--- config.mk ---
export PLATFORM = sky130hd
export DESIGN_NAME = hybrid_map_ctrl
export DESIGN_NICKNAME = d
export VERILOG_FILES = /design/src/rtl/hm_pkg.sv /design/src/rtl/hm_tagstore.sv /design/src/rtl/hm_waymatch.sv /design/src/rtl/hm_tagcache.sv /design/src/rtl/hybrid_map_ctrl.sv
export SDC_FILE = /design/constraint.sdc
export NUM_CORES = 1
export LEC_CHECK = 0
export ABC_AREA = 1
export BUFFER_PORTS_ARGS = -buffer_cell sky130_fd_sc_hd__buf_4
export CELL_PAD_IN_SITES_DETAIL_PLACEMENT = 1
export CELL_PAD_IN_SITES_GLOBAL_PLACEMENT = 2
export CORE_ASPECT_RATIO = 0.9
export CORE_MARGIN = 2
export CORE_UTILIZATION = 34
export CTS_BUF_LIST = sky130_fd_sc_hd__clkbuf_16
export CTS_CLUSTER_DIAMETER = 80
export DETAILED_ROUTE_END_ITERATION = 16
export PLACE_DENSITY = 0.77
export SYNTH_ARGS = -nofsm -noshare
export SYNTH_HDL_FRONTEND = slang
export SYNTH_SLANG_ARGS = --single-unit
--- constraint.sdc ---
create_clock -name clk -period 2.6 [get_ports clk]
set_input_delay 0 -clock clk [delete_from_list [all_inputs] [get_ports clk]]
set_output_delay 0 -clock clk [all_outputs]
set_load 0.01 [all_outputs]
--- src/rtl/hm_pkg.sv ---
`timescale 1ns/1ps
package hm_pkg;
    typedef enum logic [1:0] {
        OP_LEAD_TD = 2'd0,
        OP_DATA    = 2'd1,
        OP_FILL    = 2'd2
    } hm_op_e;

    typedef enum logic [2:0] {
        S_IDLE, S_LOOKUP, S_LEAD_RD, S_DATA_RD, S_VICT, S_FILL, S_RESP
    } hm_state_e;
endpackage

--- src/rtl/hm_tagstore.sv ---
`timescale 1ns/1ps
module hm_tagstore #(
    parameter int SETS  = 8,
    parameter int WAYS  = 4,
    parameter int TAG_W = 6,
    localparam int SET_W = $clog2(SETS),
    localparam int WAY_W = $clog2(WAYS)
) (
    input  logic                  clk,
    input  logic                  rst_n,
    input  logic [SET_W-1:0]      rd_set,
    output logic [WAYS-1:0]       rd_vld,
    output logic [WAYS-1:0]       rd_typ,
    output logic [WAYS*TAG_W-1:0] rd_tags,
    input  logic                  wr_en,
    input  logic [SET_W-1:0]      wr_set,
    input  logic [WAY_W-1:0]      wr_way,
    input  logic [TAG_W-1:0]      wr_tag,
    input  logic                  wr_lead
);
    logic [WAYS-1:0]       vld_q [SETS];
    logic [WAYS-1:0]       typ_q [SETS];
    logic [WAYS*TAG_W-1:0] tag_q [SETS];

    always_ff @(posedge clk) begin
        if (!rst_n) begin
            for (int s = 0; s < SETS; s++) begin
                vld_q[s] <= '0;
                typ_q[s] <= '0;
                tag_q[s] <= '0;
            end
        end else if (wr_en) begin
            vld_q[wr_set][wr_way]                    <= 1'b1;
            typ_q[wr_set][wr_way]                    <= wr_lead;
            tag_q[wr_set][wr_way*TAG_W +: TAG_W]     <= wr_tag;
        end
    end

    assign rd_vld  = vld_q[rd_set];
    assign rd_typ  = typ_q[rd_set];
    assign rd_tags = tag_q[rd_set];
endmodule

--- src/rtl/hm_waymatch.sv ---
`timescale 1ns/1ps
module hm_waymatch #(
    parameter int WAYS  = 4,
    parameter int TAG_W = 6,
    localparam int WAY_W = $clog2(WAYS)
) (
    input  logic [WAYS-1:0]       vld,
    input  logic [WAYS*TAG_W-1:0] tags,
    input  logic [TAG_W-1:0]      key,
    output logic                  hit,
    output logic [WAY_W-1:0]      way
);
    logic [WAYS-1:0] eq;

    for (genvar w = 0; w < WAYS; w++) begin : g_cmp
        assign eq[w] = vld[w] && (tags[w*TAG_W +: TAG_W] == key);
    end

    always_comb begin
        hit = |eq;
        way = '0;
        for (int w = WAYS-1; w >= 0; w--) begin
            if (eq[w]) way = WAY_W'(w);
        end
    end
endmodule

--- src/rtl/hm_tagcache.sv ---
`timescale 1ns/1ps
module hm_tagcache #(
    parameter int SETS       = 8,
    parameter int TC_ENTRIES = 2,
    localparam int SET_W = $clog2(SETS),
    localparam int TC_W  = $clog2(TC_ENTRIES)
) (
    input  logic             clk,
    input  logic             rst_n,
    input  logic [SET_W-1:0] lk_set,
    output logic             lk_hit,
    input  logic             ins_en,
    input  logic [SET_W-1:0] ins_set
);
    logic             ent_v [TC_ENTRIES];
    logic [SET_W-1:0] ent_s [TC_ENTRIES];
    logic [TC_W-1:0]  lk_idx, ins_idx;

    assign lk_idx  = lk_set[TC_W-1:0];
    assign ins_idx = ins_set[TC_W-1:0];

    always_ff @(posedge clk) begin
        if (!rst_n) begin
            for (int e = 0; e < TC_ENTRIES; e++) begin
                ent_v[e] <= 1'b0;
                ent_s[e] <= '0;
            end
        end else if (ins_en) begin
            ent_v[ins_idx] <= 1'b1;
            ent_s[ins_idx] <= ins_set;
        end
    end

    assign lk_hit = ent_v[lk_idx] && (ent_s[lk_idx] == lk_set);
endmodule

--- src/rtl/hybrid_map_ctrl.sv ---
`timescale 1ns/1ps
module hybrid_map_ctrl
    import hm_pkg::*;
#(
    parameter int SETS       = 8,
    parameter int WAYS       = 4,
    parameter int TAG_W      = 6,
    parameter int TC_ENTRIES = 2,
    parameter int LINE_BYTES = 64,
    localparam int SET_W  = $clog2(SETS),
    localparam int WAY_W  = $clog2(WAYS),
    localparam int OFF_W  = $clog2(LINE_BYTES),
    localparam int ADDR_W = TAG_W + SET_W + OFF_W
) (
    input  logic              clk,
    input  logic              rst_n,
    input  logic              req_valid,
    input  logic [ADDR_W-1:0] req_addr,
    output logic              req_ready,
    output logic              resp_valid,
    output logic              resp_hit,
    output logic [WAY_W-1:0]  resp_way,
    output logic              resp_lead,
    output logic              resp_line_lead,
    output logic              dram_cmd_valid,
    output logic [1:0]        dram_cmd_op,
    output logic [SET_W-1:0]  dram_cmd_set,
    output logic [WAY_W-1:0]  dram_cmd_way,
    input  logic              dram_done,
    output logic              vict_req,
    output logic [SET_W-1:0]  vict_set,
    input  logic              vict_ready,
    input  logic [WAY_W-1:0]  vict_way
);
    hm_state_e state, nxt;

    logic [TAG_W-1:0] r_tag;
    logic [SET_W-1:0] r_set;
    logic [WAY_W-1:0] r_way;
    logic             r_hit, r_lead;

    logic [WAYS-1:0]       ts_vld, ts_typ;
    logic [WAYS*TAG_W-1:0] ts_tags;
    logic                  m_hit, tc_hit;
    logic [WAY_W-1:0]      m_way, stat_way;
    logic                  fill_wr, tc_ins;
    logic                  unused_offset;

    assign unused_offset = ^req_addr[OFF_W-1:0];
    assign stat_way      = r_tag[WAY_W-1:0];
    assign fill_wr       = (state == S_FILL) && dram_done;
    assign tc_ins        = (state == S_LEAD_RD) && dram_done;

    hm_tagstore #(.SETS(SETS), .WAYS(WAYS), .TAG_W(TAG_W)) u_store (
        .clk(clk), .rst_n(rst_n),
        .rd_set(r_set), .rd_vld(ts_vld), .rd_typ(ts_typ), .rd_tags(ts_tags),
        .wr_en(fill_wr), .wr_set(r_set), .wr_way(r_way),
        .wr_tag(r_tag), .wr_lead(r_lead)
    );

    hm_waymatch #(.WAYS(WAYS), .TAG_W(TAG_W)) u_match (
        .vld(ts_vld), .tags(ts_tags), .key(r_tag), .hit(m_hit), .way(m_way)
    );

    hm_tagcache #(.SETS(SETS), .TC_ENTRIES(TC_ENTRIES)) u_tc (
        .clk(clk), .rst_n(rst_n),
        .lk_set(r_set), .lk_hit(tc_hit),
        .ins_en(tc_ins), .ins_set(r_set)
    );

    // state register
    always_ff @(posedge clk) begin
        if (!rst_n) state <= S_IDLE;
        else        state <= nxt;
    end

    // next-state logic
    always_comb begin
        nxt = state;
        unique case (state)
            S_IDLE:    if (req_valid) nxt = S_LOOKUP;
            S_LOOKUP: begin
                if (!tc_hit)    nxt = S_LEAD_RD;
                else if (m_hit) nxt = S_DATA_RD;
                else            nxt = S_VICT;
            end
            S_LEAD_RD: if (dram_done) begin
                if (m_hit && (m_way == stat_way)) nxt = S_RESP;
                else if (m_hit)                   nxt = S_DATA_RD;
                else                              nxt = S_FILL;
            end
            S_DATA_RD: if (dram_done)  nxt = S_RESP;
            S_VICT:    if (vict_ready) nxt = S_FILL;
            S_FILL:    if (dram_done)  nxt = S_RESP;
            S_RESP:    nxt = S_IDLE;
            default:   nxt = S_IDLE;
        endcase
    end

    // request datapath registers
    always_ff @(posedge clk) begin
        if (!rst_n) begin
            r_tag  <= '0;
            r_set  <= '0;
            r_way  <= '0;
            r_hit  <= 1'b0;
            r_lead <= 1'b0;
        end else begin
            unique case (state)
                S_IDLE: if (req_valid) begin
                    r_tag  <= req_addr[ADDR_W-1 -: TAG_W];
                    r_set  <= req_addr[OFF_W +: SET_W];
                    r_hit  <= 1'b0;
                    r_lead <= 1'b0;
                end
                S_LOOKUP: begin
                    r_lead <= !tc_hit;
                    if (!tc_hit)    r_way <= stat_way;
                    else if (m_hit) r_way <= m_way;
                end
                S_LEAD_RD: if (dram_done) begin
                    if (m_hit && (m_way == stat_way)) r_hit <= 1'b1;
                    else if (m_hit)                   r_way <= m_way;
                end
                S_DATA_RD: if (dram_done)  r_hit <= 1'b1;
                S_VICT:    if (vict_ready) r_way <= vict_way;
                S_FILL, S_RESP: ;
                default: ;
            endcase
        end
    end

    // outputs
    always_comb begin
        req_ready      = 1'b0;
        resp_valid     = 1'b0;
        dram_cmd_valid = 1'b0;
        dram_cmd_op    = OP_DATA;
        vict_req       = 1'b0;
        unique case (state)
            S_IDLE:    req_ready = 1'b1;
            S_LOOKUP:  ;
            S_LEAD_RD: begin dram_cmd_valid = 1'b1; dram_cmd_op = OP_LEAD_TD; end
            S_DATA_RD: begin dram_cmd_valid = 1'b1; dram_cmd_op = OP_DATA;    end
            S_VICT:    vict_req = 1'b1;
            S_FILL:    begin dram_cmd_valid = 1'b1; dram_cmd_op = OP_FILL;    end
            S_RESP:    resp_valid = 1'b1;
            default:   ;
        endcase
    end

    assign dram_cmd_set   = r_set;
    assign dram_cmd_way   = r_way;
    assign vict_set       = r_set;
    assign resp_hit       = r_hit;
    assign resp_way       = r_way;
    assign resp_lead      = r_lead;
    assign resp_line_lead = ts_typ[r_way];
endmodule

# --- Yosys cells after proc, flatten, opt, wreduce, memory -nomap -nowiden ---
# Memories as Yosys holds them, arrays and structs flattened. A register that Yosys moved wholly into a read port is not among the register bits.
# Index checks and enable logic that the tools add are counted.
op_classes:
  shift: 2
  n_reduce_logical: 27
  mux: 67
  eq_ne: 19
  order_cmp: 2
  add_sub_neg: 1
  mul: 1
ops:
  columns: ["cell", "count"]
  rows:
  - ["$mux 24", 3]
  - ["$mux 3", 18]
  - ["$neg 5->34", 1]
  - ["$shift 6x34->24 const A", 1]
  - ["$shiftx 6x34->24", 1]
  - ["$mux 1", 25]
  - ["$eq 6x6->1", 4]
  - ["$reduce_or 24->1", 1]
  - ["$mux 4", 5]
  - ["$mux 2", 9]
  - ["$pmux 3 s5", 1]
  - ["$reduce_or 4->1", 3]
  - ["$ne 2x2->1 const B", 5]
  - ["$eq 3x3->1 const B", 3]
  - ["$logic_and 1x1->1", 9]
  - ["$reduce_and 4->1", 2]
  - ["$eq 3x2->1 const B", 2]
  - ["$pmux 2 s3", 1]
  - ["$reduce_bool 3->1", 2]
  - ["$reduce_or 3->1", 2]
  - ["$reduce_and 5->1", 1]
  - ["$mul 2x2->4 const B", 1]
  - ["$ne 2x1->1 const B", 2]
  - ["$pmux 2 s2", 1]
  - ["other kinds (15)", 16]
word_totals:
  wordCells: 130
  output_inout_bits: 19
  memories: 5
  input_bits: 22
  ram_bits: 264
  register_bits: 16
mem_list:
  columns: ["name", "depth", "word_bits", "rd", "rd_clocked_by_memory_dff", "write_ports", "line", "rtl"]
  rows:
  - ["u_store.tag_q", 8, 24, 1, 1, 8, "hm_tagstore.sv:23", "logic [WAYS*TAG_W-1:0] tag_q [SETS];"]
  - ["u_store.typ_q", 8, 4, 1, 1, 8, "hm_tagstore.sv:22", "logic [WAYS-1:0] typ_q [SETS];"]
  - ["u_store.vld_q", 8, 4, 1, 1, 8, "hm_tagstore.sv:21", "logic [WAYS-1:0] vld_q [SETS];"]
  - ["u_tc.ent_s", 2, 3, 1, 1, 2, "hm_tagcache.sv:16", "logic [SET_W-1:0] ent_s [TC_ENTRIES];"]
  - ["u_tc.ent_v", 2, 1, 1, 1, 2, "hm_tagcache.sv:15", "logic ent_v [TC_ENTRIES];"]

# --- Longest topological paths before layout ---
logic_depth:
  ltp_word: 11
  mapped_depth: 23
  ltp_nobuf: 22

# --- By module ---
# Synthesis repeated with hierarchy kept, for this count alone.
hier_totals:
  hier_cells: 1620
  hier_area_um2: 13802.0
modules_own_cells:
  columns: ["module", "seq_area_each_um2", "area_each_um2", "cells_per_inst", "n_inst"]
  rows:
  - ["hm_tagstore", 7367.1, 11831.3, 1276, 1]
  - ["hybrid_map_ctrl", 320.3, 1073.5, 175, 1]
  - ["hm_waymatch", 0.0, 501.7, 118, 1]
  - ["hm_tagcache", 220.2, 395.4, 51, 1]

# --- Worst setup path before layout ---
# OpenSTA, ideal clock, no wires.
synth_path:
  kind: "register to register"
  startpoint: "register r_way[0], in the netlist dram_cmd_way[0]"
  endpoint: "memory u_store.tag_q[0][4] in the netlist's numbering (data pin)"
  t_arrival_ns: 2.454
  setup_slack_ns: 0.004
  path_buffers: 2
  t_required_ns: 2.457
  setup_ns: 0.143
  period_less_slack_ns: 2.596
  path_stages_with_launch: 13
  path_cell_list: "dfxtp_1 > clkbuf_1 > inv_1 > clkbuf_1 > ha_1 > inv_1 > nor2_1 > inv_1 > nor2_1 > nand2_1 > o21ai_0 > inv_1 > nor2_1"
synth_rtl:
  columns: ["element", "line", "rtl"]
  rows:
  - ["from (decl)", "hybrid_map_ctrl.sv:39", "logic [WAY_W-1:0] r_way;"]
  - ["from (signal assigned)", "hybrid_map_ctrl.sv:118", "if (!tc_hit) r_way <= stat_way;"]
  - ["from (signal assigned)", "hybrid_map_ctrl.sv:119", "else if (m_hit) r_way <= m_way;"]
  - ["from (signal assigned)", "hybrid_map_ctrl.sv:123", "else if (m_hit) r_way <= m_way;"]
  - ["to (decl)", "hm_tagstore.sv:23", null]

==> flow_summary.yaml <==
synth:
  synth_top_family_by_area: "simple AND/OR/NAND/NOR gates"
  ys_ff_latch: 284
  synth_warnings: 0
  synthArstFlopShare: 0
  syn_inst: 1757
  synthesis.nets: 1787
  synth_flop_cell: "edfxtp_1"
  ys_seq_area_frac: 0.5640
  synth_xor_area_frac: 0.001237
  synth_simple_gate_area_share: 0.3032
  syn_area_um2: 14160
  syn_area_per_cell_um2: 8.061
  post_synth_num_cell_types: 37
  synth_mux_area_frac: 0
  synth-compound-area-share: 0.04665
  synthAdderAreaFrac: 0.007068
  synth_edf_count: 230
power:
  power_switching_w: 0.006361
  p_leak_nw: 7.308
  switching_share: 0.3780
  cellPowerDensity_nw_per_um2: 953.9
  p_seq_frac: 0.316
  clkPwrFrac: 0.291
  comb_power_share: 0.393
  peakVddDrop_uv: 520.4
  p_int_w: 0.01047
clocking:
  cts_tree: "yes"
  cts_buffers: 35
  cts_root_buf: "clkbuf_16"
  htree_levels: 2
  clkTransAtPathRegs_ps: 60
  cts_buffer_depth: 3
  clk_latency_ps: 530
  cts_sinks: 284
sta:
  finalSetupTns_ps: 0
  hold-worst-slack_ps: 362.6
  period_share: 0.9800
  period_needed_ps: 2548
  setup_viol: 0
  fmax_ghz: 0.3925
  finalHoldViolCount: 0
  tightest_slew_ps: 741.7
  report.final.slew_viol_count: 0
  slew_headroom: 0.5009
  rsz0062_at_grt: "yes"
  skew_ps: 13.31
routing:
  drt_pass1_iterations: 5
  routedWlPerCell_um: 20.26
  vias: 12200
  drcViolationCount: 0
  vias_per_cell: 5.014
  drtAntennaViolNets: 0
  drtIter0Drc: 886
  wl_um: 49310
worst_hold_path:
  hold_path.class: "in2reg"
placement:
  port_buffers: 34
  placed_cells: 2338
  place.gp.congestion: 0.8267
  dpl.hpwl_um: 32810
  place_area_um2: 15550
grt:
  grt_use_met2: 0.3942
  antenna_found_initial: 0
  grt_pass1_wl_um: 74800
  met1_usage: 0.3032
  gr-usage-all-layers: 0.2298
  grt_pass1_vias: 12760
  top_usage_layer: "met2"
  met3_usage: 0.03125
  grt_overflow: 0
  grt_max_degree: 75
floorplan:
  dieArea_um2: 43300
  die_h_um: 197.6
  rows: 70
  die_w_um: 219.1
  io_pins: 41
  start_util: 0.3463
  core_um2: 40900
finish:
  drive_gt1_frac: 0.1526
  register_area_um2: 7993
  multi_input_area_um2: 5482
  nets: 1899
  stdcell_count: 2434
  fill_cells: 4834
  syn_to_final_growth_pct: 24.55
  antenna_cells: 0
  finalInstanceArea_um2: 17640
critical_path:
  worstSetupPathType: "reg2reg"
  required_ps: 3020
  crit_arrival_ps: 2970
  worstPathMaxFanout: 8
  end_kind: "register"
  crit_path_start_kind: "register"
job:
  max_cap_violations: 0
run_status:
  status: "completed"
-- cell usage after synthesis, types with 3 or more instances --
| cell | number | share of area |
|---|---|---|
| nand2_1 | 551 | 0.15 |
| nor2_1 | 333 | 0.088 |
| edfxtp_1 | 230 | 0.49 |
| inv_1 | 184 | 0.049 |
| nand3_1 | 161 | 0.057 |
| o21ai_0 | 64 | 0.023 |
| dfxtp_1 | 54 | 0.076 |
| clkbuf_1 | 32 | 0.0085 |
| a21oi_1 | 25 | 0.0088 |
| buf_2 | 20 | 0.0071 |
| buf_4 | 19 | 0.010 |
| nor3_1 | 14 | 0.0049 |
| o21ai_1 | 13 | 0.0046 |
| ha_1 | 8 | 0.0071 |
| o22ai_1 | 7 | 0.0031 |
| inv_2 | 6 | 0.0016 |
| o221ai_1 | 6 | 0.0037 |
| nand4_1 | 4 | 0.0018 |
| buf_1 | 3 | 0.00080 |
| clkinv_1 | 3 | 0.00080 |
-- state kept, by name, summed over array words and instances (netlist names), 2 cells and up, named ones only --
register       count
r_tag              6
state              3
u_store.tag_q    192
u_store.vld_q     32
u_tc.ent_s         6
u_tc.ent_v         2
u_store.typ_q     32
dram_cmd_way       2
dram_cmd_set       3
-- routing by layer --
| metal | share of wire | vias up |
|---|---|---|
| met2 | 0.49 | 200 |
| met4 | 0.024 | 0 |
| li1 | - | 5871 |
| met3 | 0.036 | 76 |
| met1 | 0.45 | 6056 |
| met5 | 0 | - |
-- through the flow --
step                utilization  power, W  setup slack (ps)
global route             0.4313   0.01766            -123.4
floorplan                     -  0.008590             3.675
CTS                      0.4192   0.01639            0.9983
finish                   0.4313   0.01683             51.93
detailed placement       0.3801   0.01101            -83.06
global placement         0.3801   0.01094            -18.67
-- critical path, cell delays in order, from the launching register on --
cell      delay (ps)
dfxtp_4          460
clkinv_8         130
buf_12           170
buf_12           140
nand2_1           50
nand3_1           80
nand3_2          120
nand3_1           90
nand2_2          130
nand3_2           80
nor2_1           110
nand2_1          100
nand2_2          100
nand3_1           80
nand2_1           90
inv_2             50
nand3_2           70
nand2_2           70
inv_2             80
nand3_2           70
and2_4           160
-- layout make-up --
class	count	share of cell area
Clock inverter	25	0.01199
Multi-Input combinational cell	1206	0.3108
Tap cell	540	0.03830
Inverter	193	0.04178
Timing Repair Buffer	149	0.09157
Sequential cell	284	0.4531
Clock buffer	37	0.05249
-- path summary, 6_finish.rpt --
| check | depth (start not counted) | from | slack, ps | end |
|---|---|---|---|---|
| worst max-delay path | 20 | register | 50 | dram_cmd_way[0]$_SDFFE_PN0P_ |
| worst min-delay path | 4 | req_addr[8] | 360 | register |
| worst max register to register | 20 | register | 50 | dram_cmd_way[0]$_SDFFE_PN0P_ |
| worst min register to register | 2 | u_store.vld_q[6][1]$_DFF_P_ | 450 | u_store.vld_q[6][1]$_DFF_P_ |
-- cell families (layout without fill, tap and decap cells) --
| kind of cell | after synthesis | count (layout) |
|---|---|---|
| AND/OR/NAND/NOR | 1073 | 1073 |
| flip-flops | 284 | 284 |
| AO/OA/AOI/OAI | 122 | 122 |
| buffers and inverters | 267 | 404 |
| XOR/XNOR | 2 | 2 |
| other | 1 | 1 |
| adder cells (fa/ha/maj) | 8 | 8 |
-- power by group through the flow --
| stage | Combinational [W] | Clock (W) | Sequential (W) |
|---|---|---|---|
| finish | 0.00661 | 0.00490 | 0.00532 |
| global route | 0.00717 | 0.00514 | 0.00535 |
| CTS | 0.00608 | 0.00499 | 0.00532 |
| detailed placement | 0.00562 | 0 | 0.00539 |
| global placement | 0.00556 | 0 | 0.00538 |
| floorplan | 0.00321 | 0 | 0.00538 |
-- timing repair --
item	CTS	global route
setup buffers	2	9
endpoints found under the setup margin	3	40
cloned	5	6
gates resized for setup	29	86
hold buffers	15	0
endpoints found under the hold margin	22	0
pin swaps	9	39
-- layout by cell type (no fill, tap or decap), types with 3 or more instances in the layout --
master	n
nand2_1	524
nor2_1	326
edfxtp_1	230
inv_1	190
nand3_1	111
buf_4	102
o21ai_0	61
dfxtp_1	52
nand3_2	48
clkbuf_16	43
nand2_2	28
a21oi_1	23
buf_12	17
dlygate4sd3_1	15
nor3_1	14
clkinv_1	11
o21ai_1	10
ha_1	8
o22ai_1	7
inv_2	6
o221ai_1	6
nor2_2	6
o21ai_2	6
nand4_1	4
nor2_4	4
clkinv_2	4
bufinv_16	4
buf_16	4
nand3_4	3
buf_6	3
(Power assumes the default switching activity.)
